`src/rtl/wnv_pkg.sv`:
```
`timescale 1ns/1ps
package wnv_pkg;

    typedef enum logic [2:0] {
        OP_WR_WIPER = 3'b000,
        OP_WR_NV    = 3'b001,
        OP_PROTECT  = 3'b010,
        OP_NOP      = 3'b100,
        OP_RECALL   = 3'b101,
        OP_SAVE     = 3'b110
    } wnv_op_e;

    typedef enum logic [2:0] {
        ST_PRESET,
        ST_BOOT_LOAD,
        ST_IDLE,
        ST_NVPROG,
        ST_RECALL
    } wnv_state_e;

    // Opcodes that do something; everything else behaves as a no-operation.
    function automatic logic op_is_active(input logic [2:0] op);
        return (op == OP_WR_WIPER) || (op == OP_WR_NV) || (op == OP_PROTECT) ||
               (op == OP_RECALL)   || (op == OP_SAVE);
    endfunction

endpackage

```
`src/rtl/wnv_timer.sv`:
```
`timescale 1ns/1ps
module wnv_timer #(
    parameter int CNT_W   = 6,
    parameter int RST_LEN = 4
) (
    input  logic             clk_i,
    input  logic             rst_ni,
    input  logic             tick_i,
    input  logic             load_i,
    input  logic [CNT_W-1:0] len_i,
    output logic             expire_o
);
    logic [CNT_W-1:0] cnt_q;

    // Loaded with len-1 so that a window of len ticks expires on its last tick.
    always_ff @(posedge clk_i or negedge rst_ni) begin
        if (!rst_ni) begin
            cnt_q <= CNT_W'(RST_LEN - 1);
        end else if (load_i) begin
            cnt_q <= len_i - CNT_W'(1);
        end else if (tick_i && (cnt_q != '0)) begin
            cnt_q <= cnt_q - CNT_W'(1);
        end
    end

    assign expire_o = tick_i && (cnt_q == '0);

endmodule

```
`src/rtl/wnv_cell.sv`:
```
`timescale 1ns/1ps
module wnv_cell #(
    parameter int W = 6
) (
    input  logic         clk_i,
    input  logic         blank_ni,
    input  logic         we_i,
    input  logic [W-1:0] wdata_i,
    output logic [W-1:0] rdata_o
);
    localparam logic [W-1:0] MID = W'(1) << (W - 1);

    logic         prog_q;
    logic [W-1:0] data_q;

    always_ff @(posedge clk_i or negedge blank_ni) begin
        if (!blank_ni) begin
            prog_q <= 1'b0;
            data_q <= MID;
        end else if (we_i) begin
            prog_q <= 1'b1;
            data_q <= wdata_i;
        end
    end

    // A blank cell reads as midscale.
    assign rdata_o = prog_q ? data_q : MID;

endmodule

```
`src/rtl/wnv_fsm.sv`:
```
`timescale 1ns/1ps
module wnv_fsm
    import wnv_pkg::*;
#(
    parameter int W          = 6,
    parameter int CNT_W      = 6,
    parameter int BOOT_CYC   = 20,
    parameter int RECALL_CYC = 12,
    parameter int PROG_CYC   = 40
) (
    input  logic             clk_i,
    input  logic             rst_ni,
    input  logic             cmd_valid_i,
    input  logic [2:0]       cmd_op_i,
    input  logic [W-1:0]     cmd_data_i,
    input  logic             expire_i,
    input  logic [W-1:0]     nv_rdata_i,
    output wnv_state_e       state_o,
    output logic             tmr_load_o,
    output logic [CNT_W-1:0] tmr_len_o,
    output logic             nv_we_o,
    output logic [W-1:0]     nv_wdata_o,
    output logic [W-1:0]     wiper_o,
    output logic             reject_o,
    output logic             prot_o,
    output logic             busy_o
);
    localparam logic [W-1:0] MID = W'(1) << (W - 1);

    wnv_state_e   state_q, state_d;
    logic [W-1:0] wiper_q, pend_q;
    logic         prot_q, reject_q;

    logic booting, in_idle;
    logic op_changes_nv, op_long;
    logic acc_long, acc_wiper, acc_prot, reject_d;
    logic take_nv;

    // Command acceptance.
    always_comb begin
        booting       = (state_q == ST_PRESET) || (state_q == ST_BOOT_LOAD);
        in_idle       = (state_q == ST_IDLE);
        op_changes_nv = (cmd_op_i == OP_SAVE) || (cmd_op_i == OP_WR_NV);
        op_long       = op_changes_nv || (cmd_op_i == OP_RECALL);
        acc_long      = cmd_valid_i && in_idle && op_long && !(op_changes_nv && prot_q);
        acc_wiper     = cmd_valid_i && (cmd_op_i == OP_WR_WIPER) && !booting &&
                        (state_q != ST_RECALL);
        acc_prot      = cmd_valid_i && (cmd_op_i == OP_PROTECT) && !booting;
        reject_d      = cmd_valid_i && op_is_active(cmd_op_i) &&
                        (booting || (op_long && !acc_long) ||
                         ((cmd_op_i == OP_WR_WIPER) && (state_q == ST_RECALL)));
    end

    // Next state and control.
    always_comb begin
        state_d    = state_q;
        tmr_load_o = 1'b0;
        tmr_len_o  = CNT_W'(PROG_CYC);
        nv_we_o    = 1'b0;
        take_nv    = 1'b0;
        unique case (state_q)
            ST_PRESET: begin
                if (expire_i) begin
                    state_d    = ST_BOOT_LOAD;
                    tmr_load_o = 1'b1;
                    tmr_len_o  = CNT_W'(BOOT_CYC);
                end
            end
            ST_BOOT_LOAD: begin
                if (expire_i) begin
                    state_d = ST_IDLE;
                    take_nv = 1'b1;
                end
            end
            ST_IDLE: begin
                if (acc_long) begin
                    tmr_load_o = 1'b1;
                    if (cmd_op_i == OP_RECALL) begin
                        state_d   = ST_RECALL;
                        tmr_len_o = CNT_W'(RECALL_CYC);
                    end else begin
                        state_d   = ST_NVPROG;
                        tmr_len_o = CNT_W'(PROG_CYC);
                    end
                end
            end
            ST_NVPROG: begin
                if (expire_i) begin
                    state_d = ST_IDLE;
                    nv_we_o = 1'b1;
                end
            end
            ST_RECALL: begin
                if (expire_i) begin
                    state_d = ST_IDLE;
                    take_nv = 1'b1;
                end
            end
        endcase
    end

    // State register.
    always_ff @(posedge clk_i or negedge rst_ni) begin
        if (!rst_ni) begin
            state_q <= ST_PRESET;
        end else begin
            state_q <= state_d;
        end
    end

    // Output and data registers.
    always_ff @(posedge clk_i or negedge rst_ni) begin
        if (!rst_ni) begin
            wiper_q  <= MID;
            pend_q   <= MID;
            prot_q   <= 1'b0;
            reject_q <= 1'b0;
        end else begin
            reject_q <= reject_d;
            if (take_nv) begin
                wiper_q <= nv_rdata_i;
            end else if (acc_wiper) begin
                wiper_q <= cmd_data_i;
            end
            if (acc_prot) begin
                prot_q <= cmd_data_i[0];
            end
            if (acc_long && op_changes_nv) begin
                pend_q <= (cmd_op_i == OP_SAVE) ? wiper_q : cmd_data_i;
            end
        end
    end

    assign state_o    = state_q;
    assign nv_wdata_o = pend_q;
    assign wiper_o    = wiper_q;
    assign reject_o   = reject_q;
    assign prot_o     = prot_q;
    assign busy_o     = (state_q != ST_IDLE);

endmodule

```
`src/rtl/wiper_nv_seq.sv`:
```
`timescale 1ns/1ps
module wiper_nv_seq
    import wnv_pkg::*;
#(
    parameter int WIPER_W    = 6,
    parameter int PRESET_CYC = 4,
    parameter int BOOT_CYC   = 20,
    parameter int RECALL_CYC = 12,
    parameter int PROG_CYC   = 40
) (
    input  logic               clk_i,
    input  logic               rst_ni,
    input  logic               blank_ni,
    input  logic               tick_i,
    input  logic               cmd_valid_i,
    input  logic [2:0]         cmd_op_i,
    input  logic [WIPER_W-1:0] cmd_data_i,
    output logic [WIPER_W-1:0] wiper_o,
    output logic [WIPER_W-1:0] rd_nv_o,
    output logic               busy_o,
    output logic               reject_o
);
    localparam int MAX_A   = (PRESET_CYC > BOOT_CYC) ? PRESET_CYC : BOOT_CYC;
    localparam int MAX_B   = (RECALL_CYC > PROG_CYC) ? RECALL_CYC : PROG_CYC;
    localparam int MAX_LEN = (MAX_A > MAX_B) ? MAX_A : MAX_B;
    localparam int CNT_W   = $clog2(MAX_LEN + 1);

    wnv_state_e         fsm_state;
    logic               fsm_prot;
    logic               tmr_expire, tmr_load;
    logic [CNT_W-1:0]   tmr_len;
    logic               nv_we;
    logic [WIPER_W-1:0] nv_wdata, nv_rdata;

    wnv_timer #(.CNT_W(CNT_W), .RST_LEN(PRESET_CYC)) timer_i (
        .clk_i    (clk_i),
        .rst_ni   (rst_ni),
        .tick_i   (tick_i),
        .load_i   (tmr_load),
        .len_i    (tmr_len),
        .expire_o (tmr_expire)
    );

    wnv_cell #(.W(WIPER_W)) cell_i (
        .clk_i    (clk_i),
        .blank_ni (blank_ni),
        .we_i     (nv_we),
        .wdata_i  (nv_wdata),
        .rdata_o  (nv_rdata)
    );

    wnv_fsm #(
        .W(WIPER_W), .CNT_W(CNT_W), .BOOT_CYC(BOOT_CYC),
        .RECALL_CYC(RECALL_CYC), .PROG_CYC(PROG_CYC)
    ) fsm_i (
        .clk_i       (clk_i),
        .rst_ni      (rst_ni),
        .cmd_valid_i (cmd_valid_i),
        .cmd_op_i    (cmd_op_i),
        .cmd_data_i  (cmd_data_i),
        .expire_i    (tmr_expire),
        .nv_rdata_i  (nv_rdata),
        .state_o     (fsm_state),
        .tmr_load_o  (tmr_load),
        .tmr_len_o   (tmr_len),
        .nv_we_o     (nv_we),
        .nv_wdata_o  (nv_wdata),
        .wiper_o     (wiper_o),
        .reject_o    (reject_o),
        .prot_o      (fsm_prot),
        .busy_o      (busy_o)
    );

    assign rd_nv_o = nv_rdata;

endmodule

```
`config.mk`:
```
export PLATFORM = sky130hd
export DESIGN_NAME = wiper_nv_seq
export DESIGN_NICKNAME = d
export VERILOG_FILES = /design/src/rtl/wnv_pkg.sv /design/src/rtl/wnv_timer.sv /design/src/rtl/wnv_cell.sv /design/src/rtl/wnv_fsm.sv /design/src/rtl/wiper_nv_seq.sv
export SDC_FILE = /design/constraint.sdc
export NUM_CORES = 1
export LEC_CHECK = 0
export CAP_MARGIN = 20
export CORE_MARGIN = 2
export CORE_UTILIZATION = 47
export DETAILED_ROUTE_END_ITERATION = 10
export PLACE_DENSITY = 0.83
export REMOVE_ABC_BUFFERS = 1
export SYNTH_ARGS = -nofsm -noshare
export SYNTH_HDL_FRONTEND = slang
export SYNTH_SLANG_ARGS = --single-unit
```
`constraint.sdc`:
```
create_clock -name clk_i -period 2.4 [get_ports clk_i]
set_input_delay 0.48 -clock clk_i [delete_from_list [all_inputs] [get_ports clk_i]]
set_output_delay 0.48 -clock clk_i [all_outputs]
set_load 0.01 [all_outputs]
```
# Word-level counts from Yosys, hierarchy flattened
# Cells that the tools add are included.
# W data, S select, Z words.
[word_totals]
reg_bits = 30
inputBits = 14
output_inout_bits = 14
elab_cells = 80
[classes]
n_addsub = 2
eq_ne = 13
muxes = 20
reduce_logical = 37
[ops]
columns = ["op", "count"]
rows = [
  ["$mux W6", 9],
  ["$logic_and A1 B1 Y1", 16],
  ["$mux W3", 4],
  ["$pmux W6 S2", 1],
  ["$sub A6 B1 Y6 const B", 2],
  ["$eq A3 B2 Y1 const B", 3],
  ["$eq A3 B3 Y1 const B", 3],
  ["$logic_or A1 B1 Y1", 9],
  ["$pmux W3 S3", 1],
  ["$eq A3 B1 Y1 const B", 2],
  ["$logic_not A3 Y1", 2],
  ["$logic_not A6 Y1", 1],
  ["$reduce_bool A6 Y1", 1],
  ["$mux W1", 4],
  ["$ne A2 B1 Y1 const B", 2],
  ["$reduce_bool A2 Y1", 2],
  ["$logic_not A1 Y1", 3],
  ["$ne A3 B2 Y1 const B", 1],
  ["$ne A3 B3 Y1 const B", 1],
  ["$reduce_and A3 Y1", 1],
  ["$reduce_or A3 Y1", 1],
  ["$ne A2 B2 Y1 const B", 1],
  ["$pmux W1 S2", 1],
  ["$reduce_or A2 Y1", 1],
]

# Longest topological paths before layout
# Gate-level depths: netlist of run 1.
[logic_depth]
depth_word = 10
mapped_depth = 10
mapped_depth_nobuf = 8

# By module
# From an unflattened synthesis of run 1, not the netlist that was laid out.
[hier_totals]
hier_cells = 178
hier_area_um2 = 1824.2
[by_module_without_submodules]
columns = ["mod", "instances", "cells_each", "area_each_um2", "seq_area_each_um2"]
rows = [
  ["wnv_fsm", 1, 113, 1068.5, 427.9],
  ["wnv_timer", 1, 44, 434.2, 152.6],
  ["wnv_cell", 1, 21, 321.6, 176.4],
]

# Worst setup path after synthesis of run 1
# OpenSTA, ideal clock, no wires.
[synth_timing]
kind = "reg2reg"
startpoint = "register timer_i.cnt_q[3]"
endpoint = "register timer_i.cnt_q[4]"
setup_time_ns = 0.078
arrival_ns = 2.495
t_required_ns = 2.322
setup_slack_ns = -0.173
path_stages_with_launch = 9
path_buffers = 0
synth_period_minus_slack_ns = 2.573
path_cell_list = "dfrtp_1 or4_4 or4b_4 o32a_4 nand2_1 ha_1 nand3_1 xor2_1 o2bb2ai_1"
[synth_via]
elab_chain_cells = 6
word_cells_on_any_way = 13
classes_between = "add/sub: 2; mux: 6; reduce/logical: 5"
[synth_rtl]
columns = ["element", "line", "source"]
rows = [
  ["start: declaration", "wnv_timer.sv:13", "logic [CNT_W-1:0] cnt_q;"],
  ["start signal: assignment", "wnv_timer.sv:18", "cnt_q <= CNT_W'(RST_LEN - 1);"],
  ["start signal: assignment", "wnv_timer.sv:20", "cnt_q <= len_i - CNT_W'(1);"],
  ["start signal: assignment", "wnv_timer.sv:22", "cnt_q <= cnt_q - CNT_W'(1);"],
  ["$logic_not A6 Y1", "wnv_timer.sv:26", "assign expire_o = tick_i && (cnt_q == '0);"],
  ["$logic_and A1 B1 Y1", "wnv_timer.sv:26", ""],
  ["$mux W6", "wnv_fsm.sv:63", "if (expire_i) begin"],
  ["$pmux W6 S2", "wnv_fsm.sv:61", "unique case (state_q)"],
  ["$sub A6 B1 Y6", "wnv_timer.sv:20", ""],
  ["$mux W6", "wnv_timer.sv:19", "end else if (load_i) begin"],
]
# Several ways; a longest one is shown, not always the timed one. The select of a mux whose other input is x is not followed.
# A chain may end at the register's enable or synchronous reset.

# Worst setup path after layout of run 1
[layout_timing]
startpoint = "register timer_i.cnt_q[0]"
endpoint = "register timer_i.cnt_q[4]"
# The elaborated chain is that of the path after synthesis.

==> metrics.yaml, run 1 <==
clock_tree:
  ctsHtreeMaxLevel: 2
  insertion_delay_ns: 0.33
  clockRootBuffer: "clkbuf_4"
  cts_buffers: 5
  cts.path.max_buffers: 2
  cts_tree: "yes"
  clock-sinks: 30
  path_clk_slew_ns: 0.10
drt:
  dr.first_iter.drc_count: 50
  wl_per_cell_um: 15.4
  antenna_left: 0
  vias: 1396
  wirelength_mm: 4.00
  drtPass1Iterations: 4
  drcViolationCount: 0
  avgViaCountPerCell: 5.37
global_route:
  antenna_found_initial: 0
  grt_max_degree: 24
  gr-total-overflow: 0
  grt_pass1_vias: 1496
  grt_pass1_wl_mm: 6.89
  grt.total_usage_pct: 22.2
pwr:
  swShare_pct: 31.7
  power.density_nw_per_um2: 855
  p_seq_share_pct: 43.1
  p_leak_nw: 0.959
  peakVddDrop_mv: 0.523
  comb_power_share_pct: 36.2
  clock_power_share_pct: 20.7
  internal_power_w: 0.00131
  power_switching_w: 0.000610
floorplan:
  pin_count: 28
  start_util_pct: 49.1
  die_h_um: 63.3
  fp.dieW_um: 63.3
  die_area_sq_um: 4000
  num_rows: 21
  core_area_sq_um: 3360
synthesis:
  synthDistinctLibCells: 43
  syn_avg_cell_area_sq_um: 10.1
  ys_seq_area_share_pct: 45.8
  ys_ff_latch: 30
  syn_area_sq_um: 1650
  async_flop_share_pct: 100
  synthFlopType: "dfrtp_1"
  netlist_instances: 163
  synth_edf_count: 0
  ys_warn_count: 0
critical_path:
  r2r_cells: 8
  crit_fanout: 4
  critPathArrivalTime_ns: 2.72
  cpPeakStageDelay_ns: 0.57
  cp-startpoint: "timer_i.cnt_q[0]"
  reg2reg_to: "timer_i.cnt_q[4]"
  crit_type: "reg2reg"
  r2r_slack_ns: -0.10
  worst-endpoint-required_ns: 2.62
  startpoint_type: "register"
  crit_path_end_kind: "register"
  timing.rr.start: "timer_i.cnt_q[0]"
  crit_chain: "or4_4, or4b_4, o32a_4, nand2_4, ha_4, nand3_2, xor2_1, o2bb2ai_1"
  cp_slowest_cell: "or4b_4"
layout:
  nets: 228
  fin_util_pct: 66.8
  drive_above_1_share_pct: 26.6
  postLayoutCellArea_sq_um: 2250
  syn2layout_area_growth_pct: 36.0
  nFillCells: 271
  num_antenna_cells: 0
  layout_commonest_cell: "clkdlybuf4s50_1"
  final_cell_mix: "clkdlybuf4s50_1 (27), dfrtp_1 (25), buf_4 (23)"
status:
  violations: "negative setup slack"
  outcome: "finished with violations"
sta:
  slew_headroom_pct: 74.7
  post-route-min-period_ns: 2.50
  rsz0062_at_grt: "true"
  hold_viol_final: 0
  fin_setup_tns_ns: -0.254
  tightest_slew_ns: 0.379
  setup_viol: 3
  slew_violations: 0
  fmax_mhz: 399
  layout_setup_ws_ns: -0.104
  post-route-period-util_pct: 104
  skew_ns: 0.0110
flow_run:
  max_cap_viol_count: 0
place:
  place.port_buffers: 27
  dp_hpwl_mm: 2.79
  placed_area_sq_um: 2100
  place_congestion: 0.861
hold_path:
  hold_path_class: "in2async"
[routing by layer]
metal	share of wire [%]	up-vias	GRT usage (%)	wire, um
li1	-	681	-	-
met1	42	675	27.0	1690
met2	53	32	37.9	2100
met3	3.7	8	4.64	148
met4	1.5	0	9.78	61
met5	0	-	0	0
[final cells by class]
cell class	instances	area, sq um	share of cell area (%)
clock inverter	1	30.0	1.34
clock buffer	7	45.0	2.01
tap	46	57.6	2.56
multi-input combinational	122	897	39.9
sequential	30	757	33.7
timing repair buffer	51	448	19.9
inverter	3	11.3	0.501
[kinds of logic (layout without fill, tap and decap cells)]
logic type	Yosys count	in the layout	synth area share [%]
buffers and inverters	11	62	2.80
XOR/XNOR	4	4	2.12
AO/OA/AOI/OAI	34	34	14.5
AND/OR/NAND/NOR	62	62	20.8
adder cells (fa/ha/maj)	1	1	0.757
multiplexers	21	21	13.3
flip-flops	30	30	45.8
[worst max-delay path, delay by kind of cell, from the launching register on]
kind | cells | cell delay (ns)
AND/OR/NAND/NOR | 4 | 1.25
AO/OA/AOI/OAI | 2 | 0.44
adder cells (fa/ha/maj) | 1 | 0.15
XOR/XNOR | 1 | 0.16
flip-flops | 1 | 0.39
[Yosys cell counts, types with 3 or more instances]
library cell / n / area share, %
a21oi_1: 12 / 3.6
and2_1: 7 / 2.7
clkbuf_1: 6 / 1.4
dfrtp_1: 25 / 38
dfstp_2: 5 / 8.0
inv_1: 3 / 0.68
mux2_2: 7 / 4.8
mux2i_1: 14 / 8.5
nand2_1: 18 / 4.1
nand2b_1: 4 / 1.5
nand3b_1: 3 / 1.4
nor2_1: 14 / 3.2
o21ai_0: 7 / 2.1
[power by group through the flow]
stage	registers, W	clock network, W	logic [W]
after floorplan	0.000827	0	0.000329
after global placement	0.000823	0	0.000577
after detailed placement	0.000837	0	0.000609
after CTS	0.000825	0.000408	0.000686
after global routing	0.000854	0.000448	0.000754
final	0.000828	0.000398	0.000695
[worst max path at each step]
| stage | end | slack (ns) | depth (start not counted) |
|---|---|---|---|
| 2_1_floorplan | timer_i.cnt_q[4] | -0.17 | 8 |
| 3_3_place_gp | timer_i.cnt_q[4] | -0.11 | 8 |
| 3_5_place_dp | timer_i.cnt_q[4] | -0.17 | 8 |
| 4_1_cts | timer_i.cnt_q[4] | -0.08 | 8 |
| 5_1_grt | timer_i.cnt_q[2] | -0.19 | 8 |
| 6_report | timer_i.cnt_q[4] | -0.10 | 8 |
[state kept, by name (all words and copies together), names as in the netlist]
register          count
cell_i.data_q         6
fsm_i.reject_o        1
fsm_i.nv_wdata_o      6
fsm_i.wiper_o         6
fsm_i.prot_o          1
fsm_i.state_o         3
timer_i.cnt_q         6
cell_i.prog_q         1
[stage by stage]
step | total power (W) | setup WS, ns | hold slack, ns | instances
finish | 0.00192 | -0.104 | 0.393 | 260
CTS | 0.00192 | -0.0828 | 0.396 | 259
global route | 0.00206 | -0.187 | 0.385 | 260
detailed placement | 0.00145 | -0.173 | 0.495 | 249
floorplan | 0.00116 | -0.174 | 0.184 | 155
global placement | 0.00140 | -0.114 | 0.481 | 249
[what timing repair did]
action,in CTS,in global routing
pin swaps,7,1
buffers inserted,2,0
hold buffers,0,0
cloned,0,1
gates resized for setup,7,4
setup endpoints to repair,4,11
(Power assumes the default switching activity.)
==> run 2, diff against run 1 <==
--- a/config.mk
+++ b/config.mk
@@ -5,11 +5,13 @@
 export SDC_FILE = /design/constraint.sdc
 export NUM_CORES = 1
 export LEC_CHECK = 0
+export ABC_CLOCK_PERIOD_IN_PS = 2400
 export CAP_MARGIN = 20
 export CORE_MARGIN = 2
 export CORE_UTILIZATION = 47
 export DETAILED_ROUTE_END_ITERATION = 10
 export PLACE_DENSITY = 0.83
+export RECOVER_POWER = 100
 export REMOVE_ABC_BUFFERS = 1
 export SYNTH_ARGS = -nofsm -noshare
 export SYNTH_HDL_FRONTEND = slang
==> metrics.yaml, run 2 (synthesis gave the netlist of run 1 again) <==
critical_path:
  crit_type: "reg2reg"
  crit_path_end_kind: "register"
  timing.rr.start: "timer_i.cnt_q[0]"
  r2r_slack_ns: -0.10
  startpoint_type: "register"
  worst-endpoint-required_ns: 2.62
  r2r_cells: 8
  reg2reg_to: "timer_i.cnt_q[4]"
  critPathArrivalTime_ns: 2.72
  crit_fanout: 4
status:
  outcome: "finished with violations"
  violations: "negative setup slack"
drt:
  wirelength_mm: 4.00
  drcViolationCount: 0
  drtPass1Iterations: 4
  dr.first_iter.drc_count: 50
  vias: 1396
  avgViaCountPerCell: 5.37
  wl_per_cell_um: 15.4
  antenna_left: 0
global_route:
  grt_max_degree: 24
  antenna_found_initial: 0
  gr-total-overflow: 0
  grt_pass1_wl_mm: 6.89
  grt_pass1_vias: 1496
  grt.total_usage_pct: 22.2
sta:
  setup_viol: 3
  hold_viol_final: 0
  slew_violations: 0
  skew_ns: 0.0110
  tightest_slew_ns: 1.31
  worst_hold_slack_ns: 0.464
  post-route-period-util_pct: 104
  post-route-min-period_ns: 2.50
  slew_headroom_pct: 13.0
  layout_setup_ws_ns: -0.104
  rsz0062_at_grt: "true"
  fmax_mhz: 399
place:
  dp_hpwl_mm: 2.79
  place_congestion: 0.861
  dp_slack_ns: -0.173
  place.port_buffers: 27
clock_tree:
  cts.path.max_buffers: 2
  hold_buffers: 0
  clock-sinks: 30
  ctsHtreeMaxLevel: 2
  clockRootBuffer: "clkbuf_4"
  insertion_delay_ns: 0.33
  cts_buffers: 5
  path_clk_slew_ns: 0.10
  cts_tree: "yes"
pwr:
  peakVddDrop_mv: 0.523
  power.density_nw_per_um2: 856
  p_leak_nw: 0.956
layout:
  nets: 228
  final_cell_mix: "dfrtp_1 (25), clkdlybuf4s50_1 (25), buf_4 (22)"
  nFillCells: 273
  syn2layout_area_growth_pct: 35.8
  drive_above_1_share_pct: 26.2
  fin_util_pct: 66.7
  num_antenna_cells: 0
floorplan:
  core_area_sq_um: 3360
  die_area_sq_um: 4000
  num_rows: 21
  fp.dieW_um: 63.3
  start_util_pct: 49.1
  die_h_um: 63.3
  pin_count: 28
hold_path:
  hold_path_class: "in2async"
flow_run:
  max_cap_viol_count: 0
## run 2: changes by cell type in the layout (fill, tap and decap cells not counted), sizes merged
cell,before,now
clkdlybuf4s50,27,25
dlygate4sd3,0,2
buf,24,23
clkbuf,7,8
## run 2: layer usage
layer,part of all wire [%],vias to the layer above,GRT usage [%]
li1,-,681,-
met1,42,675,27.0
met2,53,32,37.9
met3,3.7,8,4.64
met4,1.5,0,9.78
met5,0,-,0
## run 2: timing repair
action	in CTS	in global routing
setup buffers	2	0
cloned	0	1
pin swaps	7	1
endpoints found under the setup margin	4	11
gates resized for setup	7	4
## run 2: stage by stage
stage | power (W) | area (sq um) | instances | TNS, ns
finish | 0.00192 | 2240 | 260 | -0.254
detailed placement | 0.00145 | 2100 | 249 | -0.377
CTS | 0.00192 | 2220 | 259 | -0.229
global route | 0.00205 | 2240 | 260 | -0.515
global placement | 0.00140 | 2100 | 249 | -0.157
floorplan | 0.00116 | 1620 | 155 | -0.534
## run 2: area by class of cell
type / instances / area (sq um) / share of cell area (%)
repair buffers: 51 / 444 / 19.8
clock inverters: 1 / 30.0 / 1.34
well taps: 46 / 57.6 / 2.57
multi-input cells: 122 / 897 / 40.0
inverters: 3 / 11.3 / 0.502
flip-flops and latches: 30 / 757 / 33.8
clock buffers: 7 / 45.0 / 2.01
## run 2: report_power, final
group	internal [W]	switching [W]	total (W)	leakage, nW
Clock	0.000221	0.000177	0.000398	0.0395
Combinational	0.000390	0.000303	0.000693	0.561
Sequential	0.000699	0.000130	0.000828	0.356
## run 2: worst max path at each step
stage / slack [ns] / to / from
6_report: -0.10 / timer_i.cnt_q[4] / timer_i.cnt_q[0]
5_1_grt: -0.19 / timer_i.cnt_q[2] / timer_i.cnt_q[2]
4_1_cts: -0.08 / timer_i.cnt_q[4] / timer_i.cnt_q[0]
3_5_place_dp: -0.17 / timer_i.cnt_q[4] / timer_i.cnt_q[3]
3_3_place_gp: -0.11 / timer_i.cnt_q[4] / tick_i
2_1_floorplan: -0.17 / timer_i.cnt_q[4] / timer_i.cnt_q[3]
## run 2: worst max-delay path, stage by stage (launching register included)
cell	delay, ns
dfstp_2	0.39
or4_4	0.53
or4b_4	0.57
o32a_4	0.37
nand2_4	0.08
ha_4	0.15
nand3_2	0.07
xor2_1	0.16
o2bb2ai_1	0.07
